--- src/rtl/prc_pkg.sv ---
package prc_pkg;
  typedef enum logic [1:0] {
    SRC_INT = 2'd0,
    SRC_BRI = 2'd1,
    SRC_PRI = 2'd2
  } src_class_e;
endpackage

--- src/rtl/prc_stamp_bank.sv ---
// Per-slot arrival stamps: a class-wide counter advances on every cycle that
// carries a sync event; each slot keeps the count present when it last synced.
module prc_stamp_bank #(
  parameter int N  = 4,
  parameter int SW = 8
) (
  input  logic                 clk,
  input  logic                 rst,
  input  logic [N-1:0]         evt,
  output logic [N-1:0][SW-1:0] eff_stamp
);
  localparam logic [SW-1:0] NEVER = {SW{1'b1}};
  localparam logic [SW-1:0] LAST  = NEVER - 1'b1;

  logic [SW-1:0]         cnt;
  logic [N-1:0][SW-1:0]  stamp;

  always_ff @(posedge clk) begin
    if (rst) begin
      cnt <= '0;
    end else if (|evt && cnt != LAST) begin
      cnt <= cnt + 1'b1;
    end
  end

  for (genvar i = 0; i < N; i++) begin : g_slot
    always_ff @(posedge clk) begin
      if (rst) begin
        stamp[i] <= NEVER;
      end else if (evt[i]) begin
        stamp[i] <= cnt;
      end
    end
    // an event in this cycle already counts for this cycle's decision
    assign eff_stamp[i] = evt[i] ? cnt : stamp[i];
  end
endmodule

--- src/rtl/prc_earliest.sv ---
// Finds the usable slot with the smallest stamp; lower index wins ties.
module prc_earliest #(
  parameter int N  = 4,
  parameter int SW = 8,
  parameter int IW = 2
) (
  input  logic [N-1:0]         use_ok,
  input  logic [N-1:0][SW-1:0] stamp,
  output logic                 found,
  output logic [IW-1:0]        idx
);
  logic [SW-1:0] best;

  always_comb begin
    found = 1'b0;
    idx   = '0;
    best  = '1;
    for (int i = 0; i < N; i++) begin
      if (use_ok[i] && (!found || stamp[i] < best)) begin
        found = 1'b1;
        idx   = IW'(i);
        best  = stamp[i];
      end
    end
  end
endmodule

--- src/rtl/prc_fwd_scan.sv ---
// Searches upward from the slot after 'start', wrapping to 0, one full pass.
module prc_fwd_scan #(
  parameter int N  = 4,
  parameter int IW = 2
) (
  input  logic [N-1:0]  use_ok,
  input  logic [IW-1:0] start,
  output logic          found,
  output logic [IW-1:0] idx
);
  always_comb begin
    found = 1'b0;
    idx   = '0;
    for (int k = 1; k < N; k++) begin
      int j;
      j = int'(start) + k;
      if (j >= N) j = j - N;
      if (!found && use_ok[j]) begin
        found = 1'b1;
        idx   = IW'(j);
      end
    end
  end
endmodule

--- src/rtl/prc_ref_select.sv ---
module prc_ref_select
  import prc_pkg::*;
#(
  parameter int N_PRI   = 4,
  parameter int N_BRI   = 4,
  parameter int STAMP_W = 8,
  localparam int MAXN   = (N_PRI > N_BRI) ? N_PRI : N_BRI,
  localparam int SLOT_W = (MAXN > 1) ? $clog2(MAXN) : 1
) (
  input  logic              clk,
  input  logic              rst,
  input  logic [N_PRI-1:0]  pri_present,
  input  logic [N_PRI-1:0]  pri_locked,
  input  logic [N_PRI-1:0]  pri_sync_evt,
  input  logic [N_BRI-1:0]  bri_present,
  input  logic [N_BRI-1:0]  bri_locked,
  input  logic [N_BRI-1:0]  bri_sync_evt,
  output logic [1:0]        sel_class,
  output logic [SLOT_W-1:0] sel_slot,
  output logic              sw_pulse
);
  localparam int PI_W = (N_PRI > 1) ? $clog2(N_PRI) : 1;
  localparam int BI_W = (N_BRI > 1) ? $clog2(N_BRI) : 1;

  logic [N_PRI-1:0] pri_use;
  logic [N_BRI-1:0] bri_use;
  assign pri_use = pri_present & pri_locked;
  assign bri_use = bri_present & bri_locked;

  logic [N_PRI-1:0][STAMP_W-1:0] pri_stamp;
  logic [N_BRI-1:0][STAMP_W-1:0] bri_stamp;

  prc_stamp_bank #(.N(N_PRI), .SW(STAMP_W)) u_pri_stamp (
    .clk(clk), .rst(rst), .evt(pri_sync_evt), .eff_stamp(pri_stamp));
  prc_stamp_bank #(.N(N_BRI), .SW(STAMP_W)) u_bri_stamp (
    .clk(clk), .rst(rst), .evt(bri_sync_evt), .eff_stamp(bri_stamp));

  logic            pri_e_found, bri_e_found, scan_found;
  logic [PI_W-1:0] pri_e_idx, scan_idx;
  logic [BI_W-1:0] bri_e_idx;

  prc_earliest #(.N(N_PRI), .SW(STAMP_W), .IW(PI_W)) u_pri_first (
    .use_ok(pri_use), .stamp(pri_stamp), .found(pri_e_found), .idx(pri_e_idx));
  prc_earliest #(.N(N_BRI), .SW(STAMP_W), .IW(BI_W)) u_bri_first (
    .use_ok(bri_use), .stamp(bri_stamp), .found(bri_e_found), .idx(bri_e_idx));

  src_class_e        cur_cls, nxt_cls;
  logic [SLOT_W-1:0] nxt_slot;
  logic [PI_W-1:0]   cur_pi;
  logic [BI_W-1:0]   cur_bi;

  assign cur_pi = sel_slot[PI_W-1:0];
  assign cur_bi = sel_slot[BI_W-1:0];
  assign cur_cls = src_class_e'(sel_class);

  prc_fwd_scan #(.N(N_PRI), .IW(PI_W)) u_pri_scan (
    .use_ok(pri_use), .start(cur_pi), .found(scan_found), .idx(scan_idx));

  always_comb begin
    nxt_cls  = cur_cls;
    nxt_slot = sel_slot;
    case (cur_cls)
      SRC_PRI: begin
        if (!pri_use[cur_pi]) begin
          if (scan_found) begin
            nxt_cls  = SRC_PRI;
            nxt_slot = SLOT_W'(scan_idx);
          end else if (bri_e_found) begin
            nxt_cls  = SRC_BRI;
            nxt_slot = SLOT_W'(bri_e_idx);
          end else begin
            nxt_cls  = SRC_INT;
            nxt_slot = '0;
          end
        end
      end
      SRC_BRI: begin
        if (pri_e_found) begin
          nxt_cls  = SRC_PRI;
          nxt_slot = SLOT_W'(pri_e_idx);
        end else if (!bri_use[cur_bi]) begin
          if (bri_e_found) begin
            nxt_cls  = SRC_BRI;
            nxt_slot = SLOT_W'(bri_e_idx);
          end else begin
            nxt_cls  = SRC_INT;
            nxt_slot = '0;
          end
        end
      end
      default: begin
        if (pri_e_found) begin
          nxt_cls  = SRC_PRI;
          nxt_slot = SLOT_W'(pri_e_idx);
        end else if (bri_e_found) begin
          nxt_cls  = SRC_BRI;
          nxt_slot = SLOT_W'(bri_e_idx);
        end else begin
          nxt_cls  = SRC_INT;
          nxt_slot = '0;
        end
      end
    endcase
  end

  always_ff @(posedge clk) begin
    if (rst) begin
      sel_class <= SRC_INT;
      sel_slot  <= '0;
      sw_pulse  <= 1'b0;
    end else begin
      sel_class <= nxt_cls;
      sel_slot  <= nxt_slot;
      sw_pulse  <= (nxt_cls != cur_cls) || (nxt_slot != sel_slot);
    end
  end
endmodule

--- config.mk ---
export PLATFORM = sky130hd
export DESIGN_NAME = prc_ref_select
export DESIGN_NICKNAME = d
export VERILOG_FILES = /design/src/rtl/prc_pkg.sv /design/src/rtl/prc_stamp_bank.sv /design/src/rtl/prc_earliest.sv /design/src/rtl/prc_fwd_scan.sv /design/src/rtl/prc_ref_select.sv
export SDC_FILE = /design/constraint.sdc
export NUM_CORES = 1
export LEC_CHECK = 0
export CAP_MARGIN = 20
export CORE_MARGIN = 4
export CORE_UTILIZATION = 60
export CTS_BUF_LIST = sky130_fd_sc_hd__clkbuf_2
export DETAILED_ROUTE_END_ITERATION = 8
export DONT_BUFFER_PORTS = 1
export GPL_ROUTABILITY_DRIVEN = 0
export PLACE_DENSITY = 0.79
export RECOVER_POWER = 25
export SLEW_MARGIN = 10
export SYNTH_ARGS = -nofsm -noshare
export SYNTH_HDL_FRONTEND = slang
export SYNTH_SLANG_ARGS = --single-unit
--- constraint.sdc ---
create_clock -name clk -period 6.7 [get_ports clk]
set_input_delay 1.005 -clock clk [delete_from_list [all_inputs] [get_ports clk]]
set_output_delay 1.005 -clock clk [all_outputs]
set_load 0.01 [all_outputs]
==> flow_summary.yaml, run 1 <==
floorplan:
  die_x_um: 103
  start_util_pct: 61.8
  rows: 34
  die_area_sq_um: 10600
  io_pins: 31
  die_h_um: 103
  core_sq_um: 8720
layout:
  final_util_pct: 63.8
  fin_area_sq_um: 5560
  final_nets: 679
  syn_to_final_growth_pct: 3.23
  drive_gt1_share_pct: 15.6
  diodes: 0
  nFillCells: 744
placement:
  placedInstanceArea_sq_um: 5430
  place_ws_ns: -0.176
  place_hpwl_um: 9060
  numPortBuffers: 0
power:
  power.leakage_nw: 2.41
  combPwrFrac_pct: 25.4
  sequentialPowerShare_pct: 51.5
  pwr-share-clk_pct: 23.0
  power.density_nw_per_um2: 200
  switching_power_uw: 355
  irDropWorstVdd_mv: 0.102
  p_sw_share_pct: 31.8
  cell_internal_pwr_uw: 760
clock_tree:
  clk_latency_ns: 0.55
  cts_made_buffers: 9
  htree_levels: 3
  cts.sinks: 85
  clk_pin_slew_worst_paths_ns: 0.24
  cts_tree: "yes"
  clock-root-buffer: "clkbuf_2"
  clk_path_buf_depth: 2
worst_setup_path:
  worstPathArrival_ns: 6.66
  crit_path_end_kind: "flip-flop"
  slowest_stage: "a211oi_2"
  cp_data_required_time_ns: 7.17
  cp_slowest_stage_delay_ns: 0.39
  critPathMaxFanout: 15
  worst_setup_path_start_kind: "input pin"
  path_class: "in2reg"
sta:
  fin_crit_ns: 6.19
  finalWorstSetupSlack_ns: 0.507
  slew_viol_final: 0
  finalHoldViolCount: 0
  max_freq_mhz: 161
  finClkSkew_ns: 0.0360
  setup_violations: 0
  slew_headroom_pct: 63.5
  tightest_slew_ns: 0.540
  finalHoldWorstSlack_ns: 0.500
  fin_crit_sh_pct: 92.4
  grt_setup_unrepaired: "false"
logic_synthesis:
  synth_seq_cells: 85
  synth_area_sq_um: 5390
  synth_cell_types: 59
  async_flop_share_pct: 0
  synth-edff-count: 0
  syn_avg_cell_area_sq_um: 8.67
  synthCells: 621
  yosysSeqAreaShare_pct: 31.6
  ys.flop_type: "dfxtp_1"
  synth_fp_nets: 695
  yosys_warnings: 0
global_routing:
  grt_use_total_pct: 24.1
  grt_overflow: 0
  antenna_found_initial: 0
  grt_pass1_wl_um: 20200
  first_global_vias: 4279
  grt_max_degree: 86
route:
  via_per_inst: 6.17
  wl_um: 12100
  ant_nets: 0
  vias: 4427
  drc: 0
  dr.first_iter.drc_count: 258
  drt-pass1-iter-count: 5
  wl_per_cell_um: 16.9
min_path:
  hold_class: "reg2reg"
run_status:
  outcome: "completed"
job:
  cap_violations: 0
[state kept, by name, indices dropped and copies added (netlist names)]
name	cells
u_pri_stamp.stamp	32
u_bri_stamp.cnt	8
sw_pulse	1
u_pri_stamp.cnt	8
sel_slot	2
sel_class	2
u_bri_stamp.stamp	32
[cells in the final DEF (no fill, tap or decap), drive strengths merged, types with 6 or more instances in the layout]
| master | instances |
|---|---|
| clkbuf | 10 |
| nor3 | 8 |
| nor2 | 39 |
| and2 | 11 |
| xor2 | 10 |
| a211oi | 13 |
| ha | 48 |
| nor2b | 10 |
| nand2b | 31 |
| inv | 21 |
| or2 | 32 |
| nand3 | 10 |
| o211ai | 6 |
| mux2i | 32 |
| buf | 6 |
| a21oi | 34 |
| nand4 | 9 |
| o21ai | 42 |
| mux2 | 32 |
| nand2 | 53 |
| dfxtp | 85 |
[power groups by stage]
stage	sequential (mW)	combinational [mW]	clock [mW]
CTS	0.575	0.277	0.266
detailed placement	0.585	0.276	0
finish	0.574	0.283	0.257
global route	0.580	0.320	0.288
floorplan	0.569	0.242	0
global placement	0.583	0.263	0
[cells by family after synthesis]
| group | Yosys count | synth area share, % |
|---|---|---|
| multiplexers | 64 | 12.9 |
| AO/OA/AOI/OAI | 133 | 16.1 |
| adder cells (fa/ha/maj) | 48 | 11.1 |
| buffers and inverters | 54 | 4.09 |
| AND/OR/NAND/NOR | 222 | 21.7 |
| flip-flops | 85 | 31.6 |
| XOR/XNOR | 15 | 2.44 |
[final timing paths]
check / from / to / cells past startpoint / slack [ns]
setup / recovery: pri_present[0] / sw_pulse / 29 / 0.51
hold / removal: u_bri_stamp.stamp[11] / u_bri_stamp.stamp[11] / 2 / 0.50
setup reg to reg: u_pri_stamp.cnt[4] / sw_pulse / 29 / 0.54
hold reg to reg: u_bri_stamp.stamp[11] / u_bri_stamp.stamp[11] / 2 / 0.50
[layer usage]
layer,global-route usage [%],wire length (um)
met5,0,0
met1,31.6,5520
met4,7.87,265
met2,39.4,5630
met3,5.62,693
[what timing repair did]
item | CTS | global route
hold buffers | 0 | 0
setup buffers | 0 | 1
setup endpoints to repair | 0 | 3
gates resized for setup | 0 | 6
[stage by stage]
stage	TNS, ns	total power [mW]	instances
floorplan	0	0.812	621
global placement	0	0.846	701
detailed placement	-0.176	0.861	701
CTS	0	1.12	716
global route	0	1.19	717
finish	0	1.11	717
[Yosys cell counts (2+ instances only)]
library cell	count	area share (%)
xor2_1	10	1.6
and2_1	11	1.3
clkbuf_1	29	2.0
and4_1	2	0.33
a211oi_1	12	1.7
nor2b_1	10	1.2
buf_6	2	0.42
a211o_1	2	0.33
and3_1	4	0.46
nand2b_1	31	3.6
nor2_1	39	2.7
xnor2_1	5	0.81
o31a_1	3	0.49
nand2_1	53	3.7
o22ai_1	4	0.46
mux2_2	31	6.5
o21ai_1	8	0.74
nand3b_1	2	0.28
nor3_1	7	0.65
a311o_1	2	0.37
mux2i_1	31	5.8
ha_1	48	11
dfxtp_1	85	32
or3_1	3	0.35
nand3_1	10	0.93
a41oi_1	2	0.33
a31oi_1	2	0.23
a21o_1	5	0.70
or2_2	32	3.7
inv_1	21	1.5
o21bai_1	2	0.28
o21a_1	3	0.42
o211ai_1	6	0.84
nor4_1	4	0.46
o21ai_0	34	3.2
buf_2	2	0.19
nand4_1	9	1.0
a21oi_1	34	3.2
[critical path: cells and delay by family]
kind,cells,cell delay [ns]
AO/OA/AOI/OAI,14,2.51
XOR/XNOR,1,0.16
adder cells (fa/ha/maj),3,0.89
buffers and inverters,2,0.39
AND/OR/NAND/NOR,9,1.69
[cell type report]
class	instances	area [sq um]	share of cell area, %
well taps	108	135	2.43
clock inverters	5	52.6	0.945
repair buffers	6	57.6	1.04
inverters	21	78.8	1.42
multi-input cells	482	3480	62.6
flip-flops and latches	85	1700	30.6
clock buffers	10	50.0	0.900
Power figures use the tool's default switching activity.
==> inputs of run 2 (changes only) <==
- ABC_AREA: not set -> 1
==> flow_summary.yaml, run 2 <==
logic_synthesis:
  async_flop_share_pct: 0
  yosysSeqAreaShare_pct: 32.7
  synth_seq_cells: 85
  syn_avg_cell_area_sq_um: 6.51
  synth.area.top_cells: "dfxtp_1 33%, nand2_1 23%, ha_1 12%"
  synth_top_area_share_pct: 32.7
  synth-edff-count: 0
  ys.flop_type: "dfxtp_1"
  synth_most_common_cell: "nand2_1"
  synth_area_sq_um: 5210
  synthTopCellsByCount: "315 x nand2_1, 85 x dfxtp_1, 78 x nand3_1"
  synth_fp_nets: 874
  synth_top_cell_by_area: "dfxtp_1"
  yosys_warnings: 0
  synth_cell_types: 34
  synthCells: 800
route:
  vias: 5073
  drc: 0
  dr.first_iter.drc_count: 333
  wl_um: 12700
  ant_nets: 0
  wl_per_cell_um: 14.2
  drt-pass1-iter-count: 6
  via_per_inst: 5.66
power:
  irDropWorstVdd_mv: 0.115
  power.leakage_nw: 2.79
  power.density_nw_per_um2: 249
layout:
  mostFrequentLayoutCell: "nand2_1"
  diodes: 0
  drive_gt1_share_pct: 5.18
  reg_top3: "u_bri_stamp.stamp: 32 flops, u_pri_stamp.stamp: 32 flops"
  syn_to_final_growth_pct: 3.36
  final_cell_mix: "315 x nand2_1, 85 x dfxtp_1, 78 x nand3_1"
  final_nets: 861
  stdcell_count: 897
floorplan:
  die_x_um: 101
  io_pins: 31
  core_sq_um: 8340
  die_area_sq_um: 10200
  rows: 33
  start_util_pct: 62.5
  die_h_um: 101
clock_tree:
  cts.repair.resized: 0
  post-cts-setup-buffers: 0
  hold_buffers: 0
  clk_path_buf_depth: 2
  clk_pin_slew_worst_paths_ns: 0.28
  cts_made_buffers: 9
  htree_levels: 3
  clock-root-buffer: "clkbuf_2"
  cts.sinks: 85
  clk_latency_ns: 0.57
  cts_tree: "yes"
run_status:
  violations: "max-capacitance violations, max-slew violations"
  outcome: "finished, violations left"
worst_setup_path:
  cp_data_required_time_ns: 7.19
  worstPathArrival_ns: 5.42
  crit_path_end_kind: "flip-flop"
  critPathMaxFanout: 18
  worst_setup_path_start_kind: "flip-flop"
  cp_common_cell: "nand2_1"
  cp_slowest_stage_delay_ns: 0.51
  path_class: "reg2reg"
  slowest_stage: "dfxtp_1"
global_routing:
  first_global_vias: 4503
  grt_pass1_wl_um: 21200
  antenna_found_initial: 0
  grt_use_total_pct: 25.8
  grt_overflow: 0
  grt_max_degree: 76
sta:
  tightest_slew_ns: 3.20
  max_freq_mhz: 203
  fin_crit_ns: 4.93
  fin_crit_sh_pct: 73.6
  slew_headroom_pct: -113
  setup_violations: 0
  finalHoldViolCount: 0
  slew_viol_final: 76
  grt_setup_unrepaired: "false"
  finClkSkew_ns: 0.0470
  fin_tns_setup_ns: 0
  finalWorstSetupSlack_ns: 1.77
min_path:
  hold_class: "in2reg"
placement:
  place_hpwl_um: 9650
  numPortBuffers: 0
  place_ws_ns: 1.22
  placed_cells: 881
job:
  cap_violations: 1
run 2: changes by cell type in the layout (fill, tap and decap cells not counted), sizes merged, moves of 8 or more:
| cell | previous run | this run |
|---|---|---|
| a211oi | 13 | 4 |
| o21ai | 42 | 61 |
| xor2 | 10 | 2 |
| mux2i | 32 | 0 |
| or2 | 32 | 3 |
| and2 | 11 | 0 |
| nand2b | 31 | 0 |
| nor2b | 10 | 0 |
| mux2 | 32 | 0 |
| inv | 21 | 57 |
| nand3 | 10 | 79 |
| nand2 | 53 | 330 |
run 2: area by class of cell:
cell class | count | area (sq um)
multi-input cells | 633 | 3180
fillers | 757 | 2950
flip-flops and latches | 85 | 1700
inverters | 57 | 221
well taps | 105 | 131
clock inverters | 7 | 105
clock buffers | 9 | 45.0
repair buffers | 1 | 3.75
run 2: layer usage:
metal	share of wire (%)	global-route usage, %	vias to the layer above
li1	-	-	2591
met1	47	37.1	2270
met2	43	38.2	181
met3	8.1	4.89	31
met4	2.2	9.71	0
met5	0	0	-
run 2: worst max-delay path, delay by kind of cell, from the launching register on:
family	cells	cell delay [ns]
buf+inv	2	0.18
flops	1	0.51
compound gates	7	1.52
simple gates	25	1.77
fa+ha+maj	3	0.87
run 2: logic make-up (layout without fill, tap and decap cells):
kind of cell	count (synthesis)	after routing	synth area share, %
XOR/XNOR	3	3	0.504
flip-flops	85	85	32.7
adder cells (fa/ha/maj)	48	48	11.5
AND/OR/NAND/NOR	472	472	37.7
buffers and inverters	82	74	6.36
AO/OA/AOI/OAI	110	110	11.3
run 2: worst paths after layout:
path,slack (ns),cells past startpoint,to,from
setup / recovery,1.77,37,sw_pulse,u_bri_stamp.cnt[2]
hold reg to reg,0.48,2,u_bri_stamp.stamp[3],u_bri_stamp.stamp[3]
setup reg to reg,1.77,37,sw_pulse,u_bri_stamp.cnt[2]
hold / removal,0.45,1,sel_class[0],rst
run 2: where the power goes:
part           internal (mW)  switching, mW
Combinational          0.148          0.270
Sequential             0.553         0.0420
Clock                  0.130          0.200
run 2: through the flow:
| step | utilization (%) | area (sq um) | power (mW) | hold slack [ns] |
|---|---|---|---|---|
| final | 64.6 | 5390 | 1.34 | 0.453 |
| after global routing | 64.6 | 5390 | 1.44 | 0.430 |
| after global placement | 62.8 | 5240 | 0.993 | 0.433 |
| after detailed placement | 62.8 | 5240 | 1.01 | 0.438 |
| after CTS | 64.6 | 5390 | 1.33 | 0.449 |
| after floorplan | - | 5210 | 0.926 | 0.424 |
